<file path="src/rtl/pg_xlate_pkg.sv">
package pg_xlate_pkg;

    typedef enum logic [1:0] {
        FLT_NONE    = 2'd0,
        FLT_RANGE   = 2'd1,
        FLT_INVALID = 2'd2,
        FLT_WPROT   = 2'd3
    } fault_e;

    typedef enum logic {
        ST_IDLE  = 1'b0,
        ST_FETCH = 1'b1
    } walk_state_e;

    localparam logic [1:0] CFG_BASE = 2'd0;
    localparam logic [1:0] CFG_LEN  = 2'd1;
    localparam logic [1:0] CFG_ASID = 2'd2;

endpackage

</file>
<file path="src/rtl/pg_cfg_regs.sv">
module pg_cfg_regs
    import pg_xlate_pkg::*;
#(
    parameter int MEM_AW = 16,
    parameter int LEN_W  = 8,
    parameter int ASID_W = 4
) (
    input  logic              clk,
    input  logic              rst_n,
    input  logic              we,
    input  logic [1:0]        sel,
    input  logic [MEM_AW-1:0] wdata,
    output logic [MEM_AW-1:0] base,
    output logic [LEN_W-1:0]  len,
    output logic [ASID_W-1:0] asid,
    output logic              inval
);

    // base/length changes make cached translations stale; tag changes do not
    assign inval = we && ((sel == CFG_BASE) || (sel == CFG_LEN));

    always_ff @(posedge clk) begin
        if (!rst_n) begin
            base <= '0;
            len  <= '0;
            asid <= '0;
        end else if (we) begin
            if (sel == CFG_BASE) base <= wdata;
            if (sel == CFG_LEN)  len  <= wdata[LEN_W-1:0];
            if (sel == CFG_ASID) asid <= wdata[ASID_W-1:0];
        end
    end

endmodule

</file>
<file path="src/rtl/pg_tlb.sv">
module pg_tlb #(
    parameter int N       = 4,
    parameter int VPN_W   = 7,
    parameter int ASID_W  = 4,
    parameter int FRAME_W = 11
) (
    input  logic               clk,
    input  logic               rst_n,
    input  logic               flush,
    input  logic [VPN_W-1:0]   lk_vpn,
    input  logic [ASID_W-1:0]  lk_asid,
    output logic               lk_hit,
    output logic [FRAME_W-1:0] lk_frame,
    output logic               lk_wok,
    input  logic               fill_en,
    input  logic [VPN_W-1:0]   fill_vpn,
    input  logic [ASID_W-1:0]  fill_asid,
    input  logic [FRAME_W-1:0] fill_frame,
    input  logic               fill_wok
);

    localparam int IDX_W = (N > 1) ? $clog2(N) : 1;

    logic [N-1:0]       ent_v;
    logic [VPN_W-1:0]   ent_vpn   [N];
    logic [ASID_W-1:0]  ent_asid  [N];
    logic [FRAME_W-1:0] ent_frame [N];
    logic               ent_wok   [N];
    logic [N-1:0]       match;
    logic [IDX_W-1:0]   victim;

    for (genvar i = 0; i < N; i++) begin : g_cmp
        assign match[i] = ent_v[i] && (ent_vpn[i] == lk_vpn) && (ent_asid[i] == lk_asid);
    end

    always_comb begin
        lk_hit   = |match;
        lk_frame = '0;
        lk_wok   = 1'b0;
        for (int i = 0; i < N; i++) begin
            if (match[i]) begin
                lk_frame = lk_frame | ent_frame[i];
                lk_wok   = lk_wok | ent_wok[i];
            end
        end
    end

    // flush wins over a fill in the same cycle
    always_ff @(posedge clk) begin
        if (!rst_n) begin
            ent_v  <= '0;
            victim <= '0;
        end else if (flush) begin
            ent_v <= '0;
        end else if (fill_en) begin
            ent_v[victim]     <= 1'b1;
            ent_vpn[victim]   <= fill_vpn;
            ent_asid[victim]  <= fill_asid;
            ent_frame[victim] <= fill_frame;
            ent_wok[victim]   <= fill_wok;
            victim <= (victim == IDX_W'(N - 1)) ? '0 : victim + 1'b1;
        end
    end

endmodule

</file>
<file path="src/rtl/pg_xlate_mmu.sv">
module pg_xlate_mmu
    import pg_xlate_pkg::*;
#(
    parameter int VA_W      = 16,
    parameter int PAGE_BITS = 9,
    parameter int PA_W      = 20,
    parameter int ASID_W    = 4,
    parameter int TLB_N     = 4,
    parameter int MEM_AW    = 16,
    localparam int FRAME_W  = PA_W - PAGE_BITS,
    localparam int PTE_W    = FRAME_W + 2
) (
    input  logic              clk,
    input  logic              rst_n,
    input  logic              cfg_we,
    input  logic [1:0]        cfg_sel,
    input  logic [MEM_AW-1:0] cfg_wdata,
    input  logic              flush,
    input  logic              req_valid,
    output logic              req_ready,
    input  logic [VA_W-1:0]   req_vaddr,
    input  logic              req_wr,
    output logic              rsp_valid,
    output logic [PA_W-1:0]   rsp_paddr,
    output logic [1:0]        rsp_fault,
    output logic              mem_rd_req,
    output logic [MEM_AW-1:0] mem_rd_addr,
    input  logic              mem_rd_ack,
    input  logic [PTE_W-1:0]  mem_rd_data
);

    localparam int VPN_W = VA_W - PAGE_BITS;
    localparam int LEN_W = VPN_W + 1;

    if (PAGE_BITS < 9 || PAGE_BITS > 13) begin : g_bad_page
        $error("PAGE_BITS out of range");
    end

    walk_state_e st, st_nx;

    logic [MEM_AW-1:0]    tbl_base;
    logic [LEN_W-1:0]     tbl_len;
    logic [ASID_W-1:0]    cur_asid;
    logic                 cfg_inval;
    logic                 tlb_flush;
    logic                 tlb_hit;
    logic [FRAME_W-1:0]   tlb_frame;
    logic                 tlb_wok;
    logic                 fill_en;

    logic [VPN_W-1:0]     vpn;
    logic [PAGE_BITS-1:0] off;
    logic                 oob;
    logic                 accept;

    logic [VPN_W-1:0]     w_vpn;
    logic [PAGE_BITS-1:0] w_off;
    logic                 w_wr;
    logic [ASID_W-1:0]    w_asid;
    logic [MEM_AW-1:0]    w_addr;

    logic                 pte_v;
    logic                 pte_w;
    logic [FRAME_W-1:0]   pte_frame;

    assign vpn    = req_vaddr[VA_W-1:PAGE_BITS];
    assign off    = req_vaddr[PAGE_BITS-1:0];
    assign oob    = {1'b0, vpn} >= tbl_len;
    assign accept = req_valid && (st == ST_IDLE);

    assign pte_v     = mem_rd_data[FRAME_W+1];
    assign pte_w     = mem_rd_data[FRAME_W];
    assign pte_frame = mem_rd_data[FRAME_W-1:0];

    assign tlb_flush = flush || cfg_inval;
    assign fill_en   = (st == ST_FETCH) && mem_rd_ack && pte_v;

    assign req_ready   = (st == ST_IDLE);
    assign mem_rd_req  = (st == ST_FETCH);
    assign mem_rd_addr = w_addr;

    pg_cfg_regs #(
        .MEM_AW (MEM_AW),
        .LEN_W  (LEN_W),
        .ASID_W (ASID_W)
    ) cfg_i (
        .clk   (clk),
        .rst_n (rst_n),
        .we    (cfg_we),
        .sel   (cfg_sel),
        .wdata (cfg_wdata),
        .base  (tbl_base),
        .len   (tbl_len),
        .asid  (cur_asid),
        .inval (cfg_inval)
    );

    pg_tlb #(
        .N       (TLB_N),
        .VPN_W   (VPN_W),
        .ASID_W  (ASID_W),
        .FRAME_W (FRAME_W)
    ) tlb_i (
        .clk        (clk),
        .rst_n      (rst_n),
        .flush      (tlb_flush),
        .lk_vpn     (vpn),
        .lk_asid    (cur_asid),
        .lk_hit     (tlb_hit),
        .lk_frame   (tlb_frame),
        .lk_wok     (tlb_wok),
        .fill_en    (fill_en),
        .fill_vpn   (w_vpn),
        .fill_asid  (w_asid),
        .fill_frame (pte_frame),
        .fill_wok   (pte_w)
    );

    // next-state logic
    always_comb begin
        st_nx = st;
        unique case (st)
            ST_IDLE:  if (accept && !oob && !tlb_hit) st_nx = ST_FETCH;
            ST_FETCH: if (mem_rd_ack) st_nx = ST_IDLE;
            default:  st_nx = ST_IDLE;
        endcase
    end

    // state register
    always_ff @(posedge clk) begin
        if (!rst_n) st <= ST_IDLE;
        else        st <= st_nx;
    end

    // walk context captured at acceptance
    always_ff @(posedge clk) begin
        if (!rst_n) begin
            w_vpn  <= '0;
            w_off  <= '0;
            w_wr   <= 1'b0;
            w_asid <= '0;
            w_addr <= '0;
        end else if (accept) begin
            w_vpn  <= vpn;
            w_off  <= off;
            w_wr   <= req_wr;
            w_asid <= cur_asid;
            w_addr <= tbl_base + MEM_AW'(vpn);
        end
    end

    // registered answer
    always_ff @(posedge clk) begin
        if (!rst_n) begin
            rsp_valid <= 1'b0;
            rsp_paddr <= '0;
            rsp_fault <= FLT_NONE;
        end else begin
            rsp_valid <= 1'b0;
            unique case (st)
                ST_IDLE: begin
                    if (accept && oob) begin
                        rsp_valid <= 1'b1;
                        rsp_fault <= FLT_RANGE;
                        rsp_paddr <= '0;
                    end else if (accept && tlb_hit) begin
                        rsp_valid <= 1'b1;
                        if (req_wr && !tlb_wok) begin
                            rsp_fault <= FLT_WPROT;
                            rsp_paddr <= '0;
                        end else begin
                            rsp_fault <= FLT_NONE;
                            rsp_paddr <= {tlb_frame, off};
                        end
                    end
                end
                ST_FETCH: begin
                    if (mem_rd_ack) begin
                        rsp_valid <= 1'b1;
                        if (!pte_v) begin
                            rsp_fault <= FLT_INVALID;
                            rsp_paddr <= '0;
                        end else if (w_wr && !pte_w) begin
                            rsp_fault <= FLT_WPROT;
                            rsp_paddr <= '0;
                        end else begin
                            rsp_fault <= FLT_NONE;
                            rsp_paddr <= {pte_frame, w_off};
                        end
                    end
                end
                default: rsp_valid <= 1'b0;
            endcase
        end
    end

endmodule

</file>
<file path="config.mk">
export PLATFORM = sky130hd
export DESIGN_NAME = pg_xlate_mmu
export DESIGN_NICKNAME = d
export VERILOG_FILES = /design/src/rtl/pg_xlate_pkg.sv /design/src/rtl/pg_cfg_regs.sv /design/src/rtl/pg_tlb.sv /design/src/rtl/pg_xlate_mmu.sv
export SDC_FILE = /design/constraint.sdc
export NUM_CORES = 1
export LEC_CHECK = 0
export BUFFER_PORTS_ARGS = -buffer_cell sky130_fd_sc_hd__buf_4
export CAP_MARGIN = 25
export CORE_MARGIN = 2
export CORE_UTILIZATION = 25
export CTS_BUF_LIST = sky130_fd_sc_hd__clkbuf_4 sky130_fd_sc_hd__clkbuf_8
export CTS_CLUSTER_SIZE = 40
export DETAILED_ROUTE_END_ITERATION = 6
export MAX_ROUTING_LAYER = met4
export PLACE_DENSITY_LB_ADDON = 0.1
export SLEW_MARGIN = 0
export SYNTH_ARGS = -nofsm -noshare
export SYNTH_HDL_FRONTEND = slang
export SYNTH_SLANG_ARGS = --single-unit
</file>
<file path="constraint.sdc">
create_clock -name clk -period 4.2 [get_ports clk]
set_input_delay 0.42 -clock clk [delete_from_list [all_inputs] [get_ports clk]]
set_output_delay 0.42 -clock clk [all_outputs]
set_load 0.01 [all_outputs]
</file>
==> results.yml, run 1 <==
power_and_ir_drop:
  totalPowerFinal_mw: 3.65
  cellLeakagePower_nw: 3.42
  vdd_ir_drop_max_uv: 174
  power.density_cell_area_nw_per_um2: 375
route:
  routed_via_density: 4.56
  drt_iter0_drc: 272
  total_length_of_routed_wires_um: 23100
  antenna_left: 0
  routed-via-count: 5775
  wl_per_cell_um: 18.2
  drcViolationCount: 0
  drt_pass1_iterations: 4
critical_path:
  path_delay_family: "compound AO/OA/AOI/OAI gates"
  cp.arrival_ps: 3210
  cp-end-kind: "flop"
  cp_cell_sequence: "xnor2_2, nand4_1, nor3_4, a222oi_1, a211oi_4, buf_4, o21ai_1, o211a_1"
  worstReg2RegEnd: "rsp_fault[0]$_SDFFE_PN0P_"
  worst_r2r_path_depth: 8
  criticalPathCategory: "flop to flop"
  worst_ep_required_time_ps: 4560
  worstPathMaxFanout: 21
  worst_setup_path_start_kind: "flop"
  rrSetupSlack_ps: 1350
  timing.rr.start: "cfg_i.asid[1]$_SDFFE_PN0P_"
  critPathMaxStageDelay_ps: 610
  critical_path_buf_inv_count: 1
  slowest_cp_cell: "nor3_4"
clocking:
  cts_buf_count: 17
  clock_latency_ps: 470
  tritoncts_clock_tree: "built"
  clkSinkCount: 187
  clockRootBuffer: "clkbuf_8"
  cts_resized: 0
  cts_buffer_depth: 2
  cts.clk_slew.worst_paths_ps: 110
  cts_hold_buffers: 0
  h-tree-depth: 4
  cts_setup_buffers: 0
floorplan:
  die_x_um: 185
  die_area_um2: 34300
  placement_rows: 66
  core_area_um2: 32500
  floorplan.initialDensity: 0.253
  fp.dieH_um: 185
  io_pins: 95
synth:
  synth_fp_nets: 806
  synth-seq-area-share: 0.568
  synth_seq_cells: 187
  yosys_warnings: 0
  synth.cell_area_um2: 8220
  post_synth.cell_area_avg_um2: 11.2
  post_synth_inst_count: 733
  synth_cell_types: 51
global_route:
  global_route.usage.total: 0.143
  grt_start_max_net_pins: 44
  initial_antenna_violation_count: 0
  grt_pass1_vias: 6007
  grt_overflow: 0
  first_pass_grt_wire_length_um: 35700
timing:
  finalSetupViolCount: 0
  finalHoldViolCount: 0
  finalWorstPathRequiredPeriod_ps: 2850
  tightestPinTransition_ps: 836
  whs_ps: 168
  maxSlewViolCount: 0
  setup_tns_ps: 0
  grt_setup_unrepaired: "false"
  clock_skew_ps: 16.1
  post-route-period-util: 0.679
  clock.fmax_ghz: 0.351
  maxSlewHeadroom: 0.442
placed_design:
  dpl-instance-area_um2: 9320
  place.port_buffers: 94
  place_hpwl_um: 15800
  place_congestion: 0.804
hold_path:
  worstHoldEndpoint: "tlb_i.ent_frame[1][5]$_DFFE_PP_"
  timing.hold.worst_path_depth: 1
  hold_path.startpoint: "mem_rd_data[5]"
  timing.hold.worst.class: "input port to flop"
final_layout:
  fraction_of_final_layout_cells_sized_beyond_drive_strength_1: 0.248
  syn2layout_area_growth_pct: 18.5
  layout_common_cells: "111 x nand2_1, 108 x buf_4, 95 x dfxtp_1, 92 x edfxtp_1, 58 x a21oi_1"
  fin_nets: 885
  count_of_antenna_diodes_in_the_layout: 0
  postLayoutCellArea_um2: 9730
  nFillCells: 3351
  layout_commonest_cell: "nand2_1"
status:
  status: "complete, no violations"
flow_run:
  max-cap-violations: 0
-- area by class of cell --
class                   instances  area [µm²]  area share
multi-input cells             476        3210       0.330
flip-flops and latches        187        4660       0.479
clock inverters                15         176      0.0181
inverters                      22        82.6     0.00848
clock buffers                  17         234      0.0240
repair buffers                108         811      0.0833
well taps                     442         553      0.0568
-- power breakdown --
group          switching (mW)  internal (mW)
Clock                   0.732          0.503
Combinational           0.244          0.167
Sequential             0.0404           1.96
-- logic make-up (layout without fill, tap and decap cells) --
| family | count (synthesis) | after routing | synth area share |
|---|---|---|---|
| AOI/OAI and AO/OA | 189 | 189 | 0.160 |
| DFF | 187 | 187 | 0.568 |
| xor gates and xnor gates | 46 | 46 | 0.0627 |
| buffers and inverters | 70 | 162 | 0.0438 |
| adders and majority gates | 19 | 19 | 0.0298 |
| muxes | 6 | 6 | 0.00731 |
| and+or+nand+nor | 216 | 216 | 0.128 |
-- cell usage after synthesis (all sizes together) --
| cell type | n | area share |
|---|---|---|
| nand2 | 111 | 0.051 |
| o21ai | 39 | 0.024 |
| a22oi | 42 | 0.051 |
| xor2 | 1 | 0.0011 |
| fa | 1 | 0.0024 |
| a31o | 4 | 0.0043 |
| and4 | 2 | 0.0021 |
| o221ai | 1 | 0.0011 |
| o21a | 3 | 0.0027 |
| a21boi | 1 | 0.00091 |
| clkbuf | 28 | 0.013 |
| nand3b | 2 | 0.0018 |
| a211oi | 2 | 0.0024 |
| nor2b | 6 | 0.0046 |
| nand3 | 20 | 0.012 |
| nor4 | 6 | 0.0046 |
| a32oi | 3 | 0.0032 |
| mux2i | 6 | 0.0073 |
| o31ai | 1 | 0.00091 |
| nor4b | 1 | 0.0018 |
| xnor2 | 45 | 0.062 |
| a31oi | 7 | 0.0053 |
| buf | 20 | 0.021 |
| a21oi | 79 | 0.058 |
| a311o | 1 | 0.0012 |
| dfxtp | 95 | 0.23 |
| nand4 | 26 | 0.020 |
| nor2 | 13 | 0.0059 |
| inv | 22 | 0.010 |
| and3b | 1 | 0.0011 |
| nor3 | 13 | 0.012 |
| a222oi | 1 | 0.0012 |
| or4 | 2 | 0.0018 |
| ha | 18 | 0.027 |
| a221o | 1 | 0.0012 |
| and3 | 6 | 0.0046 |
| a21o | 3 | 0.0027 |
| nand2b | 2 | 0.0015 |
| or3 | 5 | 0.0038 |
| o211a | 1 | 0.0012 |
| edfxtp | 92 | 0.34 |
-- stage by stage --
stage | cells | worst slack [ps] | utilization
global placement | 1235 | 1230 | 0.287
global route | 1267 | 1100 | 0.300
finish | 1267 | 1350 | 0.300
floorplan | 733 | 1980 | -
CTS | 1267 | 1320 | 0.300
detailed placement | 1235 | 1200 | 0.287
-- state kept, by name (all words and copies together) (netlist names), 7 cells and up --
register	flops
cfg_i.base	16
cfg_i.len	8
mem_rd_addr	16
rsp_paddr	20
tlb_i.ent_asid	16
tlb_i.ent_frame	44
tlb_i.ent_vpn	28
w_off	9
w_vpn	7
-- how the worst max path moves through the flow --
stage,from,to,cells after the start
2_1_floorplan,req_vaddr[10],mem_rd_addr[7]$_SDFFE_PN0P_,8
3_3_place_gp,req_vaddr[14],rsp_fault[0]$_SDFFE_PN0P_,10
3_5_place_dp,req_vaddr[12],rsp_fault[0]$_SDFFE_PN0P_,9
4_1_cts,cfg_i.asid[1]$_SDFFE_PN0P_,rsp_fault[0]$_SDFFE_PN0P_,8
5_1_grt,cfg_i.asid[2]$_SDFFE_PN0P_,rsp_fault[0]$_SDFFE_PN0P_,8
6_report,cfg_i.asid[1]$_SDFFE_PN0P_,rsp_fault[0]$_SDFFE_PN0P_,8
-- layer usage --
layer	GRT usage	wire, µm
met1	0.179	10700
met2	0.232	11100
met3	0.0322	1000
met4	0.0410	344
met5	-	0
Note: power is estimated with default switching activity, not from simulation.
==> inputs of run 2 (changes only) <==
--- a/config.mk
+++ b/config.mk
@@ -5,6 +5,7 @@
 export SDC_FILE = /design/constraint.sdc
 export NUM_CORES = 1
 export LEC_CHECK = 0
+export ABC_AREA = 1
 export BUFFER_PORTS_ARGS = -buffer_cell sky130_fd_sc_hd__buf_4
 export CAP_MARGIN = 25
 export CORE_MARGIN = 2
==> constraint.sdc (replaced) <==
create_clock -name clk -period 2.74 [get_ports clk]
set_input_delay 0.274 -clock clk [delete_from_list [all_inputs] [get_ports clk]]
set_output_delay 0.274 -clock clk [all_outputs]
set_load 0.01 [all_outputs]
==> results.yml, run 2 <==
status:
  status: "complete, no violations"
hold_path:
  hold_path.startpoint: "req_vaddr[3]"
  timing.hold.worst.class: "input port to flop"
  worstHoldEndpoint: "w_off[3]$_SDFFE_PN0P_"
  timing.hold.worst_path_depth: 3
critical_path:
  worst_r2r_path_depth: 11
  worstPathMaxFanout: 11
  critPathMaxStageDelay_ps: 360
  cp.arrival_ps: 2650
  rrSetupSlack_ps: 530
  slowest_cp_cell: "nand2_1"
  timing.rr.start: "cfg_i.len[5]$_SDFFE_PN0P_"
  worstReg2RegEnd: "rsp_paddr[9]$_SDFFE_PN0P_"
  cp-end-kind: "flop"
  cp_cell_sequence: "inv_1, ha_1, a21oi_1, nor2_1, a21oi_1, nand3_1, nand2_2, nand2_1, nor2_1, nor2_1, nor2_1"
  cp_common_cell: "nor2_1"
  worst_setup_path_start_kind: "flop"
  worst_ep_required_time_ps: 3180
  criticalPathCategory: "flop to flop"
route:
  drcViolationCount: 0
  routed_via_density: 4.41
  wl_per_cell_um: 16.8
  total_length_of_routed_wires_um: 29300
  antenna_left: 0
  drt_pass1_iterations: 5
  drt_iter0_drc: 448
  routed-via-count: 7652
power_and_ir_drop:
  vdd_ir_drop_max_uv: 331
  clock_power_share: 0.334
  power.density_cell_area_nw_per_um2: 551
  cellLeakagePower_nw: 4.83
  power.share.switching: 0.291
  p_int_mw: 4.24
  switching_power_mw: 1.74
  power.combinational.fraction: 0.142
  share_seq_of_total_power: 0.524
final_layout:
  area.sequential_um2: 4660
  multi_input_comb_area_um2: 3570
  nFillCells: 3834
  syn2layout_area_growth_pct: 21.4
  layout_commonest_cell: "nand2_1"
  largest_register_ffs: 44
  registers_with_the_most_flip_flops: "tlb_i.ent_frame x44, tlb_i.ent_vpn x28, rsp_paddr x20"
  count_of_antenna_diodes_in_the_layout: 0
  fraction_of_final_layout_cells_sized_beyond_drive_strength_1: 0.131
  fin_nets: 1336
  layout_common_cells: "300 x nand2_1, 190 x nor2_1, 129 x inv_1, 118 x buf_4, 95 x dfxtp_1"
  top_register: "tlb_i.ent_frame"
timing:
  maxSlewViolCount: 0
  grt_setup_unrepaired: "false"
  clock.fmax_ghz: 0.453
  finalSetupViolCount: 0
  clock_skew_ps: 19.0
  finalWorstPathRequiredPeriod_ps: 2210
  whs_ps: 42.6
  maxSlewHeadroom: 0.331
  post-route-period-util: 0.805
  tightestPinTransition_ps: 999
  finalHoldViolCount: 0
  setup_tns_ps: 0
floorplan:
  floorplan.initialDensity: 0.253
  die_area_um2: 37300
  core_area_um2: 35400
  die_x_um: 193
  placement_rows: 69
  io_pins: 95
  fp.dieH_um: 193
placed_design:
  place.port_buffers: 94
  place_hpwl_um: 20200
  place_congestion: 0.827
synth:
  synthTopCellsByArea: "edfxtp_1 31%, dfxtp_1 21%, nand2_1 13%"
  yosys.cell_count.top_type: "nand2_1"
  async_flop_share: 0
  ys.flop_type: "dfxtp_1"
  synth.cell_area_um2: 8940
  post_synth.cell_area_avg_um2: 7.80
  yosysTopAreaCell: "edfxtp_1"
  synth-seq-area-share: 0.522
  synth.top_cell.area_share: 0.309
  number_of_synthesized_flops_with_an_enable_pin: 92
  synth_cell_types: 36
  synth_seq_cells: 187
  yosys_warnings: 0
  synth_fp_nets: 1220
  synth.top_cells.by_count: "300 x nand2_1, 194 x nor2_1, 130 x inv_1"
  post_synth_inst_count: 1147
flow_run:
  max-cap-violations: 0
global_route:
  global_route.usage.total: 0.171
  grt_start_max_net_pins: 60
  initial_antenna_violation_count: 0
  grt_pass1_vias: 7805
  first_pass_grt_wire_length_um: 45500
  grt_overflow: 0
clocking:
  clockRootBuffer: "clkbuf_8"
  cts_buffer_depth: 2
  h-tree-depth: 4
  clock_latency_ps: 500
  tritoncts_clock_tree: "built"
  cts.clk_slew.worst_paths_ps: 110
  clkSinkCount: 187
  cts_buf_count: 17
==> run 2: changes by cell type in the layout (fill, tap and decap cells not counted), sizes merged, moves of 9 or more <==
cell | before | now
inv | 30 | 145
a22oi | 42 | 0
a21oi | 79 | 49
buf | 108 | 119
nand2 | 111 | 303
dlygate4sd3 | 0 | 22
xnor2 | 45 | 3
nand3 | 20 | 67
nor3 | 13 | 4
o21ai | 39 | 91
nor2 | 13 | 194
==> run 2: critical path, delay by kind of cell, from the launching register on <==
family	cells	cell delay, ps
compound gates	2	260
fa+ha+maj	1	290
buf+inv	1	50
flops	1	320
simple gates	7	1250
==> run 2: power groups by stage <==
| stage | clock [mW] | sequential (mW) | combinational [mW] |
|---|---|---|---|
| 5_1_grt | 2.18 | 3.15 | 0.977 |
| 2_1_floorplan | 0 | 3.20 | 0.453 |
| 3_3_place_gp | 0 | 3.20 | 0.840 |
| 4_1_cts | 2.08 | 3.14 | 0.868 |
| 6_report | 2.00 | 3.14 | 0.850 |
| 3_5_place_dp | 0 | 3.20 | 0.838 |
==> run 2: cell families (layout without fill, tap and decap cells) <==
family / after synthesis / in the layout / share of synthesized area
and+or+nand+nor: 604 / 604 / 0.276
adders and majority gates: 19 / 19 / 0.0274
AOI/OAI and AO/OA: 149 / 149 / 0.0870
DFF: 187 / 187 / 0.522
buffers and inverters: 181 / 310 / 0.0809
xor gates and xnor gates: 7 / 7 / 0.00686
==> run 2: stage by stage <==
| step | utilization | area, µm² | worst slack (ps) | cells | power [mW] |
|---|---|---|---|---|---|
| floorplan | - | 8940 | 425 | 1147 | 3.66 |
| global route | 0.307 | 10900 | 188 | 1737 | 6.31 |
| global placement | 0.289 | 10200 | 377 | 1682 | 4.04 |
| detailed placement | 0.289 | 10200 | 345 | 1682 | 4.04 |
| CTS | 0.307 | 10900 | 409 | 1736 | 6.09 |
| finish | 0.307 | 10900 | 534 | 1737 | 5.98 |
==> run 2: cell type report <==
type                            instances  share of cell area
Timing Repair Buffer                  141               0.104
Tap cell                              461              0.0531
Clock buffer                           17              0.0215
Inverter                              137              0.0474
Clock inverter                         15              0.0165
Multi-Input combinational cell        779               0.328
Sequential cell                       187               0.429
==> run 2: metal layers <==
layer,vias up,track usage,wire (µm)
li1,3935,-,-
met1,3579,0.218,14000
met2,113,0.277,13900
met3,25,0.0299,890
met4,0,0.0501,490
met5,-,-,0
==> run 2: repair_timing <==
item	4_1_cts	5_1_grt
hold endpoints to repair	58	0
resized for setup	0	0
hold buffers	22	0
setup buffers	0	0
==> run 2: how the worst max path moves through the flow <==
stage	start	endpoint	slack (ps)	depth (start not counted)
3_5_place_dp	req_vaddr[14]	rsp_paddr[9]$_SDFFE_PN0P_	340	11
2_1_floorplan	mem_rd_req$_SDFF_PN0_	tlb_i.ent_asid[0][0]$_DFFE_PP_	420	4
3_3_place_gp	req_vaddr[14]	rsp_paddr[9]$_SDFFE_PN0P_	380	11
4_1_cts	cfg_i.asid[1]$_SDFFE_PN0P_	rsp_paddr[10]$_SDFFE_PN0P_	410	10
6_report	cfg_i.len[5]$_SDFFE_PN0P_	rsp_paddr[9]$_SDFFE_PN0P_	530	11
5_1_grt	cfg_i.asid[0]$_SDFFE_PN0P_	rsp_paddr[14]$_SDFFE_PN0P_	190	14
